===== src/rtl/dac_nib_pkg.sv =====
package dac_nib_pkg;

   // Control decoded from one cycle of strobes
   typedef struct packed {
      logic       wr_act;   // chip-select and write both asserted
      logic       xfer;     // DAC register takes the next input word
   } dac_nib_ctl_t;

   // Bus lane that feeds nibble idx when lanes are reused round-robin
   function automatic int unsigned lane_of(input int unsigned idx,
                                           input int unsigned lanes);
      return idx % lanes;
   endfunction

endpackage


===== src/rtl/dac_nib_decode.sv =====
module dac_nib_decode
   import dac_nib_pkg::*;
#(
   parameter int unsigned NUM_NIB = 3,
   parameter int unsigned ADDR_W  = 2,
   parameter bit          LOAD_WITH_TOP = 1'b1
) (
   input  logic              cs_n,
   input  logic              wr_n,
   input  logic              ld_n,
   input  logic [ADDR_W-1:0] addr,
   output logic [NUM_NIB-1:0] nib_we,
   output dac_nib_ctl_t      ctl
);

   localparam logic [ADDR_W-1:0] TOP_CODE = ADDR_W'(NUM_NIB);

   logic wr_act;
   logic top_sel;

   assign wr_act  = !cs_n && !wr_n;
   assign top_sel = (addr == TOP_CODE);

   // address value i+1 selects nibble i; value 0 selects nothing
   for (genvar i = 0; i < NUM_NIB; i++) begin : g_we
      localparam logic [ADDR_W-1:0] CODE = ADDR_W'(i + 1);
      assign nib_we[i] = wr_act && (addr == CODE);
   end

   // transfer rule: a plain load when no write is in progress,
   // or a load merged with a write of the top nibble
   if (LOAD_WITH_TOP) begin : g_merge
      always_comb begin
         ctl.wr_act = wr_act;
         ctl.xfer   = !ld_n && (!wr_act || top_sel);
      end
   end else begin : g_plain
      always_comb begin
         ctl.wr_act = wr_act;
         ctl.xfer   = !ld_n && !wr_act;
      end
   end

endmodule


===== src/rtl/dac_nib_latch.sv =====
module dac_nib_latch #(
   parameter int unsigned NIB_W = 4
) (
   input  logic             clk,
   input  logic             arst_n,
   input  logic             we,
   input  logic [NIB_W-1:0] din,
   output logic [NIB_W-1:0] q,
   output logic [NIB_W-1:0] q_next
);

   assign q_next = we ? din : q;

   always_ff @(posedge clk or negedge arst_n) begin
      if (!arst_n) q <= '0;
      else         q <= q_next;
   end

endmodule


===== src/rtl/dac_nib_xfer.sv =====
module dac_nib_xfer #(
   parameter int unsigned WORD_W = 12
) (
   input  logic              clk,
   input  logic              arst_n,
   input  logic              xfer,
   input  logic [WORD_W-1:0] word_next,
   output logic [WORD_W-1:0] code
);

   always_ff @(posedge clk or negedge arst_n) begin
      if (!arst_n)   code <= '0;
      else if (xfer) code <= word_next;
   end

endmodule


===== src/rtl/dac_nib_front.sv =====
module dac_nib_front
   import dac_nib_pkg::*;
#(
   parameter int unsigned NIB_W   = 4,
   parameter int unsigned NUM_NIB = 3,
   parameter int unsigned BUS_W   = 8,
   parameter int unsigned ADDR_W  = 2,
   parameter bit          LOAD_WITH_TOP = 1'b1
) (
   input  logic                     clk,
   input  logic                     rst_n,
   input  logic                     clr_n,
   input  logic                     cs_n,
   input  logic                     wr_n,
   input  logic                     ld_n,
   input  logic [ADDR_W-1:0]        addr,
   input  logic [BUS_W-1:0]         data,
   output logic [NIB_W*NUM_NIB-1:0] in_word,
   output logic [NIB_W*NUM_NIB-1:0] dac_code
);

   localparam int unsigned WORD_W = NIB_W * NUM_NIB;
   localparam int unsigned LANES  = BUS_W / NIB_W;

   if (BUS_W % NIB_W != 0) begin : g_chk_bus
      $error("bus width must be a whole number of nibbles");
   end
   if (LANES < 1 || LANES > NUM_NIB) begin : g_chk_lanes
      $error("lane count must lie between 1 and the nibble count");
   end
   if ((1 << ADDR_W) <= NUM_NIB) begin : g_chk_addr
      $error("address too narrow for nibble count plus null code");
   end

   logic               arst_n;
   logic [NUM_NIB-1:0] nib_we;
   dac_nib_ctl_t       ctl;
   logic [WORD_W-1:0]  word_next;

   // power-on reset and clear share one asynchronous path
   assign arst_n = rst_n && clr_n;

   dac_nib_decode #(
      .NUM_NIB(NUM_NIB), .ADDR_W(ADDR_W), .LOAD_WITH_TOP(LOAD_WITH_TOP)
   ) u_dec (
      .cs_n(cs_n), .wr_n(wr_n), .ld_n(ld_n), .addr(addr),
      .nib_we(nib_we), .ctl(ctl)
   );

   for (genvar i = 0; i < NUM_NIB; i++) begin : g_nib
      localparam int unsigned LANE = lane_of(i, LANES);
      dac_nib_latch #(.NIB_W(NIB_W)) u_lat (
         .clk(clk), .arst_n(arst_n), .we(nib_we[i]),
         .din(data[LANE*NIB_W +: NIB_W]),
         .q(in_word[i*NIB_W +: NIB_W]),
         .q_next(word_next[i*NIB_W +: NIB_W])
      );
   end

   dac_nib_xfer #(.WORD_W(WORD_W)) u_dac (
      .clk(clk), .arst_n(arst_n), .xfer(ctl.xfer),
      .word_next(word_next), .code(dac_code)
   );

endmodule


===== config.mk =====
export PLATFORM = sky130hd
export DESIGN_NAME = dac_nib_front
export DESIGN_NICKNAME = d
export VERILOG_FILES = /design/src/rtl/dac_nib_pkg.sv /design/src/rtl/dac_nib_decode.sv /design/src/rtl/dac_nib_latch.sv /design/src/rtl/dac_nib_xfer.sv /design/src/rtl/dac_nib_front.sv
export SDC_FILE = /design/constraint.sdc
export NUM_CORES = 1
export LEC_CHECK = 0
export ABC_AREA = 0
export BUFFER_PORTS_ARGS = -buffer_cell sky130_fd_sc_hd__buf_2
export CORE_MARGIN = 3
export CORE_UTILIZATION = 50
export CTS_BUF_LIST = sky130_fd_sc_hd__clkbuf_8
export DETAILED_ROUTE_END_ITERATION = 8
export GPL_TIMING_DRIVEN = 0
export PLACE_DENSITY = 0.83
export SYNTH_ARGS = -nofsm -noshare
export SYNTH_HDL_FRONTEND = slang
export SYNTH_SLANG_ARGS = --single-unit

===== constraint.sdc =====
create_clock -name clk -period 2.35 [get_ports clk]
set_clock_uncertainty 0.15 [all_clocks]
set_input_delay 0.235 -clock clk [delete_from_list [all_inputs] [get_ports clk]]
set_output_delay 0.235 -clock clk [all_outputs]
set_load 0.05 [all_outputs]

==> results of run 1 <==
==> cells in the mapped netlist <==
cell / instances
sky130_fd_sc_hd__dfrtp_1: 24
sky130_fd_sc_hd__mux2_2: 24
sky130_fd_sc_hd__nor4b_4: 2
sky130_fd_sc_hd__a211oi_1: 1
sky130_fd_sc_hd__and2_1: 1
sky130_fd_sc_hd__buf_4: 1
sky130_fd_sc_hd__nand4bb_4: 1
sky130_fd_sc_hd__nor2_1: 1
==> through the flow <==
step                total power, mW  cell area, um^2
floorplan                      1.08              971
global placement               1.23             1200
detailed placement             1.24             1200
CTS                            1.47             1240
global route                   1.53             1240
finish                         1.45             1240
==> state kept, by name, summed over array words and instances (netlist names) <==
name,count
u_dac.code,12
g_nib.u_lat.q,12
==> area by class of cell <==
type                    instances  area [um^2]
flip-flops and latches         24          601
fillers                       142          544
multi-input cells              30          363
repair buffers                 39          195
clock buffers                   3         41.3
well taps                      25         31.3
plain buffers                   1         7.51
==> layer usage <==
metal	track usage, %	share of wire, %
met5	0	0
met4	11.1	2.7
met3	3.93	5.7
met2	27.6	52
met1	19.4	40
==> worst paths after layout <==
kind	end	slack (ns)	cells after the start
max in group asynchronous	u_dac.code[10]	1.35	2
setup / recovery	u_dac.code[0]	0.88	4
hold reg to reg	u_dac.code[0]	0.35	1
min in group asynchronous	u_dac.code[7]	0.09	2
setup reg to reg	u_dac.code[0]	1.17	2
hold / removal	g_nib[1].u_lat.q[3]	0.07	2
==> where the power goes <==
| group | internal [mW] | switching (mW) |
|---|---|---|
| Combinational | 0.171 | 0.489 |
| Sequential | 0.519 | 0.0448 |
| Clock | 0.114 | 0.111 |
| Total | 0.805 | 0.645 |
==> critical path: cells and delay by family <==
family	cells	cell delay (ns)
multiplexers	2	0.66
AND/OR/NAND/NOR	1	0.42
buffers and inverters	1	0.14
==> kinds of logic (layout without fill, tap and decap cells) <==
family          count (synthesis)  after routing  share of synthesized area, %
compound gates                  1              1                         0.773
buf+inv                         1             43                         0.773
flops                          24             24                          61.9
mux                            24             24                          27.8
simple gates                    5              5                          8.76
==> results.txt, run 1 <==
Result of the run -> finished clean
TritonCTS clock tree -> done
Hold path startpoint -> data[7]
Setup slack after layout -> 0.880 ns
Sequential cell area fraction in the yosys report -> 61.9%
Number of library cell types mapped by synthesis -> 8
Total of flip-flops plus latches after synthesis -> 24
Remaining routing DRC violations -> 0
Deepest level of the CTS H-tree -> 1
Initial antenna violation count -> 0
Maximum number of pins on one net before global-route repair -> 25
Setup repair after global routing missed its margin -> false
Area contributors post-synth -> sky130_fd_sc_hd__dfrtp_1, sky130_fd_sc_hd__mux2_2, sky130_fd_sc_hd__nor4b_4
Remaining global-route overflow -> 0
Area growth from synthesis to layout -> 27.6%
Clock tree root driver cell -> sky130_fd_sc_hd__clkbuf_8
Cells along the critical path -> buf_2, nor4b_4, mux2_2, mux2_2
Post-Route Utilization -> 69.5%
CTS sink cnt -> 24
Worst Setup Slack post-DPL -> 0.606 ns
Post-CTS repair timing setup buffer count -> 0
Pwr/cell area -> 1170 nW/um^2
Slew Limit Headroom -> 33.2%
First-pass DRT Iterations -> 3
Worst setup SP type -> input pin
Max-slew violations -> 0
Data required time at the worst endpoint -> 2.35 ns
Delay of the slowest cell on the worst path -> 0.42 ns
Die Outline Area -> 2510 um^2
Warning count from the yosys run -> 0
Number of inserted diodes -> 0
Post-CTS sizing -> 0
Number of nets with antenna violations after detailed routing -> 0
Final worst-path cycle share -> 62.6%
Critical path class -> in -> reg
Area share of the largest cell type after synthesis -> 61.9%
Post-synthesis cell count -> 55
Area leader, netlist -> sky130_fd_sc_hd__dfrtp_1
Worst skew pair latency -> 0.25 ns
Most used cells in the layout excluding fill and tap cells -> sky130_fd_sc_hd__buf_2, sky130_fd_sc_hd__mux2_2, sky130_fd_sc_hd__dfrtp_1
Routed WL per cell -> 13.8 um
Site Rows -> 15
Via density per instance -> 4.89
Number of global-route vias before repair -> 666
Finished Layout Cells -> 122
Core area -> 1780 um^2
Clock transition time at the flip-flop clock pins of the worst setup and hold paths -> 0.07 ns
Global routing usage summed across all routing layers -> 16.8%
Largest fanout of any net on the critical path -> 4
Final HPWL from detailed placement -> 1310 um
Worst Max-Slew Pin Slew -> 1.00 ns
Number of I/O pins -> 40
Most used cell, CP -> sky130_fd_sc_hd__mux2_2
Highest achievable clock rate -> 680 MHz
Post-Route Setup TNS -> 0 ns
Total of hold buffers inserted after clock tree synthesis -> 0
First-pass GRT wire length -> 3050 um
Net count, final -> 115
R2r startpoint -> g_nib[0].u_lat.q[0]
Average cell area after synthesis -> 17.7 um^2
Die Span Y -> 50.1 um
Final hold vios -> 0
Routed WL -> 1690 um
Count of input and output buffers -> 39
Number of instances in the placed design -> 119
Maximum vdd drop -> 0.000589 V
Layout cells sized above 1 -> 72.2%
Most common cell after layout, fill and taps aside -> sky130_fd_sc_hd__buf_2
Mapped Nets -> 71
Initial standard-cell utilization of the core -> 54.5%
RD Place Congestion -> 0.707
Setup Viol. Count Final -> 0
Worst Setup End Kind -> register
Hold_ws -> 0.0727 ns
Inserted Clock Buffers -> 3
Min Tclk post-route -> 1.47 ns
Startpoint of the most critical setup path -> addr[1]
Slowest cell on the critical path -> sky130_fd_sc_hd__nor4b_4
Arrival time at the worst endpoint -> 1.47 ns
Min-Delay Path Class -> in -> reg
Total leakage power -> 0.610 nW
Max Buffers Root-to-Sink -> 2
Total via count after detailed routing -> 596
Chip Width -> 50.1 um
Initial DRC count -> 1
Mapped cell area -> 971 um^2
Max-capacitance violation count -> 0
No activity file was read; power rests on OpenSTA's default activity.
==> run 2: changes to the inputs <==
--- a/config.mk
+++ b/config.mk
@@ -5,14 +5,14 @@
 export SDC_FILE = /design/constraint.sdc
 export NUM_CORES = 1
 export LEC_CHECK = 0
-export ABC_AREA = 0
+export ABC_AREA = 1
 export BUFFER_PORTS_ARGS = -buffer_cell sky130_fd_sc_hd__buf_2
 export CORE_MARGIN = 3
-export CORE_UTILIZATION = 50
+export CORE_UTILIZATION = 46
 export CTS_BUF_LIST = sky130_fd_sc_hd__clkbuf_8
 export DETAILED_ROUTE_END_ITERATION = 8
 export GPL_TIMING_DRIVEN = 0
-export PLACE_DENSITY = 0.83
+export PLACE_DENSITY = 0.78
 export SYNTH_ARGS = -nofsm -noshare
 export SYNTH_HDL_FRONTEND = slang
 export SYNTH_SLANG_ARGS = --single-unit
==> constraint.sdc (replaced) <==
create_clock -name clk -period 1.3 [get_ports clk]
set_clock_uncertainty 0.15 [all_clocks]
set_input_delay 0.13 -clock clk [delete_from_list [all_inputs] [get_ports clk]]
set_output_delay 0.13 -clock clk [all_outputs]
set_load 0.05 [all_outputs]
==> run 2 against run 1 <==
The run now ends with negative hold slack left. Clock power increased to 2.9 times the previous value. Cell count increased by 68%. Final area increased by 16%. Synthesized cell count increased by 140%. First-iteration DRC count increased to 21 times the previous value. Count of clock-buffer cells in the layout unchanged. Flip-flop and latch count unchanged. Total power increased by 77%. Non-clock buffer count increased by 3. Critical path type unchanged.
==> results.txt, run 2 <==
Result of the run -> complete, but fails checks (was finished clean)
Violations in the final reports -> negative hold slack
Flop2flop setup slack -> 0.33 ns (was 1.17 ns)
Area growth from synthesis to layout -> 27.8% (was 27.6%)
Routed WL -> 2780 um (was 1690 um)
Hold_ws -> -0.0951 ns (was 0.0727 ns)
Worst setup SP type -> input pin (unchanged)
Cell count of the worst reg-to-reg path -> 4 (was 2)
Min Tclk post-route -> 1.24 ns
Net count, final -> 194 (was 115)
Max-capacitance violation count -> 0 (unchanged)
Average cell area after synthesis -> 8.42 um^2 (was 17.7 um^2)
Routed WL per cell -> 13.5 um (was 13.8 um)
Final hold vios -> 25 (was 0)
Final HPWL from detailed placement -> 1950 um (was 1310 um)
Total via count after detailed routing -> 1000 (was 596)
Part of the power in combinational logic -> 37.4% (was 45.6%)
Setup repair after global routing missed its margin -> false (unchanged)
Setup Viol. Count Final -> 0 (unchanged)
Die Outline Area -> 3060 um^2 (was 2510 um^2)
Remaining global-route overflow -> 0 (unchanged)
R2r startpoint -> g_nib[1].u_lat.q[3] (was g_nib[0].u_lat.q[0])
Most common cell after layout, fill and taps aside -> sky130_fd_sc_hd__nand2_1 (was sky130_fd_sc_hd__buf_2)
TritonCTS clock tree -> done (unchanged)
Number of inserted diodes -> 0 (unchanged)
Post-Route Setup TNS -> 0 ns (unchanged)
Count of input and output buffers -> 39 (unchanged)
Via density per instance -> 4.88 (was 4.89)
Number of global-route vias before repair -> 1030 (was 666)
Mapped cell area -> 1120 um^2 (was 971 um^2)
Clock transition time at the flip-flop clock pins of the worst setup and hold paths -> 0.09 ns (was 0.07 ns)
Internal Pwr Total -> 1.52 mW (was 0.805 mW)
Die Span Y -> 55.3 um (was 50.1 um)
Registers with the highest flip-flop counts -> g_nib.u_lat.q (12), u_dac.code (12) (unchanged)
Arrival time at the worst endpoint -> 1.26 ns (was 1.47 ns)
Final worst-path cycle share -> 95.6%
Initial standard-cell utilization of the core -> 49.7% (was 54.5%)
Data required time at the worst endpoint -> 1.32 ns (was 2.35 ns)
Switching share of total power -> 40.9% (was 44.5%)
Pwr/cell area -> 1790 nW/um^2 (was 1170 nW/um^2)
Critical path class -> in -> reg (unchanged)
Seq pwr share -> 37.1% (was 38.9%)
Worst skew pair latency -> 0.27 ns (was 0.25 ns)
Mapped Nets -> 149 (was 71)
Area share of the largest cell type after synthesis -> 53.6% (was 61.9%)
First-pass DRT Iterations -> 4 (was 3)
Area contributors post-synth -> sky130_fd_sc_hd__dfrtp_1, sky130_fd_sc_hd__nand2_1, sky130_fd_sc_hd__nand3_1 (was sky130_fd_sc_hd__dfrtp_1, sky130_fd_sc_hd__mux2_2, sky130_fd_sc_hd__nor4b_4)
First-pass GRT wire length -> 4550 um (was 3050 um)
Chip Width -> 55.3 um (was 50.1 um)
Worst Setup End Kind -> register (unchanged)
Asr flop ratio synth -> 100% (unchanged)
Post-CTS repair timing setup buffer count -> 0 (unchanged)
Maximum number of pins on one net before global-route repair -> 25 (unchanged)
Min-Delay Path Class -> in -> async (was in -> reg)
Fraction of power consumed by the clock network -> 25.5% (was 15.5%)
Max-slew violations -> 0 (unchanged)
Max Buffers Root-to-Sink -> 2 (unchanged)
Inserted Clock Buffers -> 3 (unchanged)
Largest fanout of any net on the critical path -> 7 (was 4)
Worst Max-Slew Pin Slew -> 0.885 ns (was 1.00 ns)
Worst reg2reg endpoint -> u_dac.code[7] (was u_dac.code[0])
CTS sink cnt -> 24 (unchanged)
Switching power total -> 1.05 mW (was 0.645 mW)
Post-CTS sizing -> 0 (unchanged)
Area leader, netlist -> sky130_fd_sc_hd__dfrtp_1 (unchanged)
Sequential cell area fraction in the yosys report -> 53.6% (was 61.9%)
Maximum vdd drop -> 0.00110 V (was 0.000589 V)
Dominant register cell in the synthesized netlist -> sky130_fd_sc_hd__dfrtp_1 (unchanged)
Most used standard cells in the synthesized netlist -> sky130_fd_sc_hd__nand2_1, sky130_fd_sc_hd__dfrtp_1, sky130_fd_sc_hd__inv_1, sky130_fd_sc_hd__nand3_1, sky130_fd_sc_hd__and2_1 (was sky130_fd_sc_hd__dfrtp_1, sky130_fd_sc_hd__mux2_2, sky130_fd_sc_hd__nor4b_4)
Number of flops mapped to enable cells by yosys -> 0 (unchanged)
Core area -> 2250 um^2 (was 1780 um^2)
Layout cells sized above 1 -> 29.4% (was 72.2%)
RD Place Congestion -> 0.740 (was 0.707)
Highest achievable clock rate -> 804 MHz
Number of I/O pins -> 40 (unchanged)
Total of flip-flops plus latches after synthesis -> 24 (unchanged)
Clock tree root driver cell -> sky130_fd_sc_hd__clkbuf_8 (unchanged)
Initial antenna violation count -> 0 (unchanged)
Global routing usage summed across all routing layers -> 19.1% (was 16.8%)
Initial DRC count -> 21 (was 1)
Site Rows -> 17 (was 15)
Number of library cell types mapped by synthesis -> 11 (was 8)
Number of nets with antenna violations after detailed routing -> 0 (unchanged)
Total of hold buffers inserted after clock tree synthesis -> 1 (was 0)
Total leakage power -> 0.828 nW (was 0.610 nW)
Top-count cell post-synth -> sky130_fd_sc_hd__nand2_1
Most used cells in the layout excluding fill and tap cells -> sky130_fd_sc_hd__nand2_1, sky130_fd_sc_hd__buf_2, sky130_fd_sc_hd__inv_1, sky130_fd_sc_hd__nand3_1, sky130_fd_sc_hd__dfrtp_1 (was sky130_fd_sc_hd__buf_2, sky130_fd_sc_hd__mux2_2, sky130_fd_sc_hd__dfrtp_1)
Slew Limit Headroom -> 40.9% (was 33.2%)
Deepest level of the CTS H-tree -> 1 (unchanged)
Warning count from the yosys run -> 0 (unchanged)
Post-Route Utilization -> 63.5% (was 69.5%)
Remaining routing DRC violations -> 0 (unchanged)
Post-synthesis cell count -> 133 (was 55)
==> run 2: cell families (layout without fill, tap and decap cells) <==
group,after synthesis,in the layout,share of synthesized area [%]
flip-flops,24,24,53.6
AO/OA/AOI/OAI,1,1,1.45
buffers and inverters,28,72,11.4
AND/OR/NAND/NOR,80,80,33.5
==> run 2: critical path, stage by stage <==
cell and delay [ns]:
sky130_fd_sc_hd__buf_2 0.12, sky130_fd_sc_hd__nor2_4 0.22, sky130_fd_sc_hd__a21oi_4 0.10, sky130_fd_sc_hd__dlygate4sd3_1 0.57, sky130_fd_sc_hd__nand3_1 0.07, sky130_fd_sc_hd__nand2_1 0.05
==> run 2: layout make-up <==
class                           instances  area (um^2)
Buffer                                  3         33.8
Tap cell                               28         35.0
Clock buffer                            3         41.3
Timing Repair Buffer                   40          205
Sequential cell                        24          601
Inverter                               25         93.8
Multi-Input combinational cell         81          392
Clock inverter                          1         30.0
Fill cell                             196          823
==> run 2: routing by layer <==
| layer | vias up | routed length (um) | GRT usage, % | share of wire (%) |
|---|---|---|---|---|
| met5 | - | 0 | 0 | 0 |
| met4 | 0 | 122 | 13.5 | 4.4 |
| met3 | 12 | 143 | 3.27 | 5.1 |
| met2 | 40 | 1470 | 32.1 | 53 |
| met1 | 461 | 1040 | 21.6 | 38 |
| li1 | 487 | - | - | - |
==> run 2: how the worst max path moves through the flow <==
stage	cells after the start	to	slack, ns	startpoint
finish	6	u_dac.code[3]	0.06	wr_n
global route	6	u_dac.code[3]	0.004	wr_n
CTS	6	u_dac.code[3]	0.06	wr_n
detailed placement	5	g_nib[0].u_lat.q[2]	0.11	wr_n
global placement	5	g_nib[0].u_lat.q[3]	0.12	wr_n
floorplan	3	g_nib[2].u_lat.q[0]	0.21	g_nib[2].u_lat.q[0]
==> run 2: metrics by stage <==
| stage | instances | setup slack [ns] | area [um^2] | total power [mW] | hold WS [ns] |
|---|---|---|---|---|---|
| 2_1_floorplan | 133 | 0.205 | 1120 | 1.68 | 0.0341 |
| 3_3_place_gp | 200 | 0.122 | 1350 | 1.89 | 0.218 |
| 3_5_place_dp | 200 | 0.108 | 1350 | 1.91 | 0.233 |
| 4_1_cts | 205 | 0.0599 | 1430 | 2.57 | -0.0602 |
| 5_1_grt | 205 | 0.00363 | 1430 | 2.69 | -0.00126 |
| 6_report | 205 | 0.0569 | 1430 | 2.57 | -0.0951 |
==> run 2: power groups by stage <==
stage	clock network [mW]	registers [mW]	logic, mW
6_report	0.655	0.952	0.959
5_1_grt	0.699	0.971	1.02
4_1_cts	0.655	0.951	0.966
3_5_place_dp	0	0.964	0.948
3_3_place_gp	0	0.954	0.931
2_1_floorplan	0	1.44	0.234
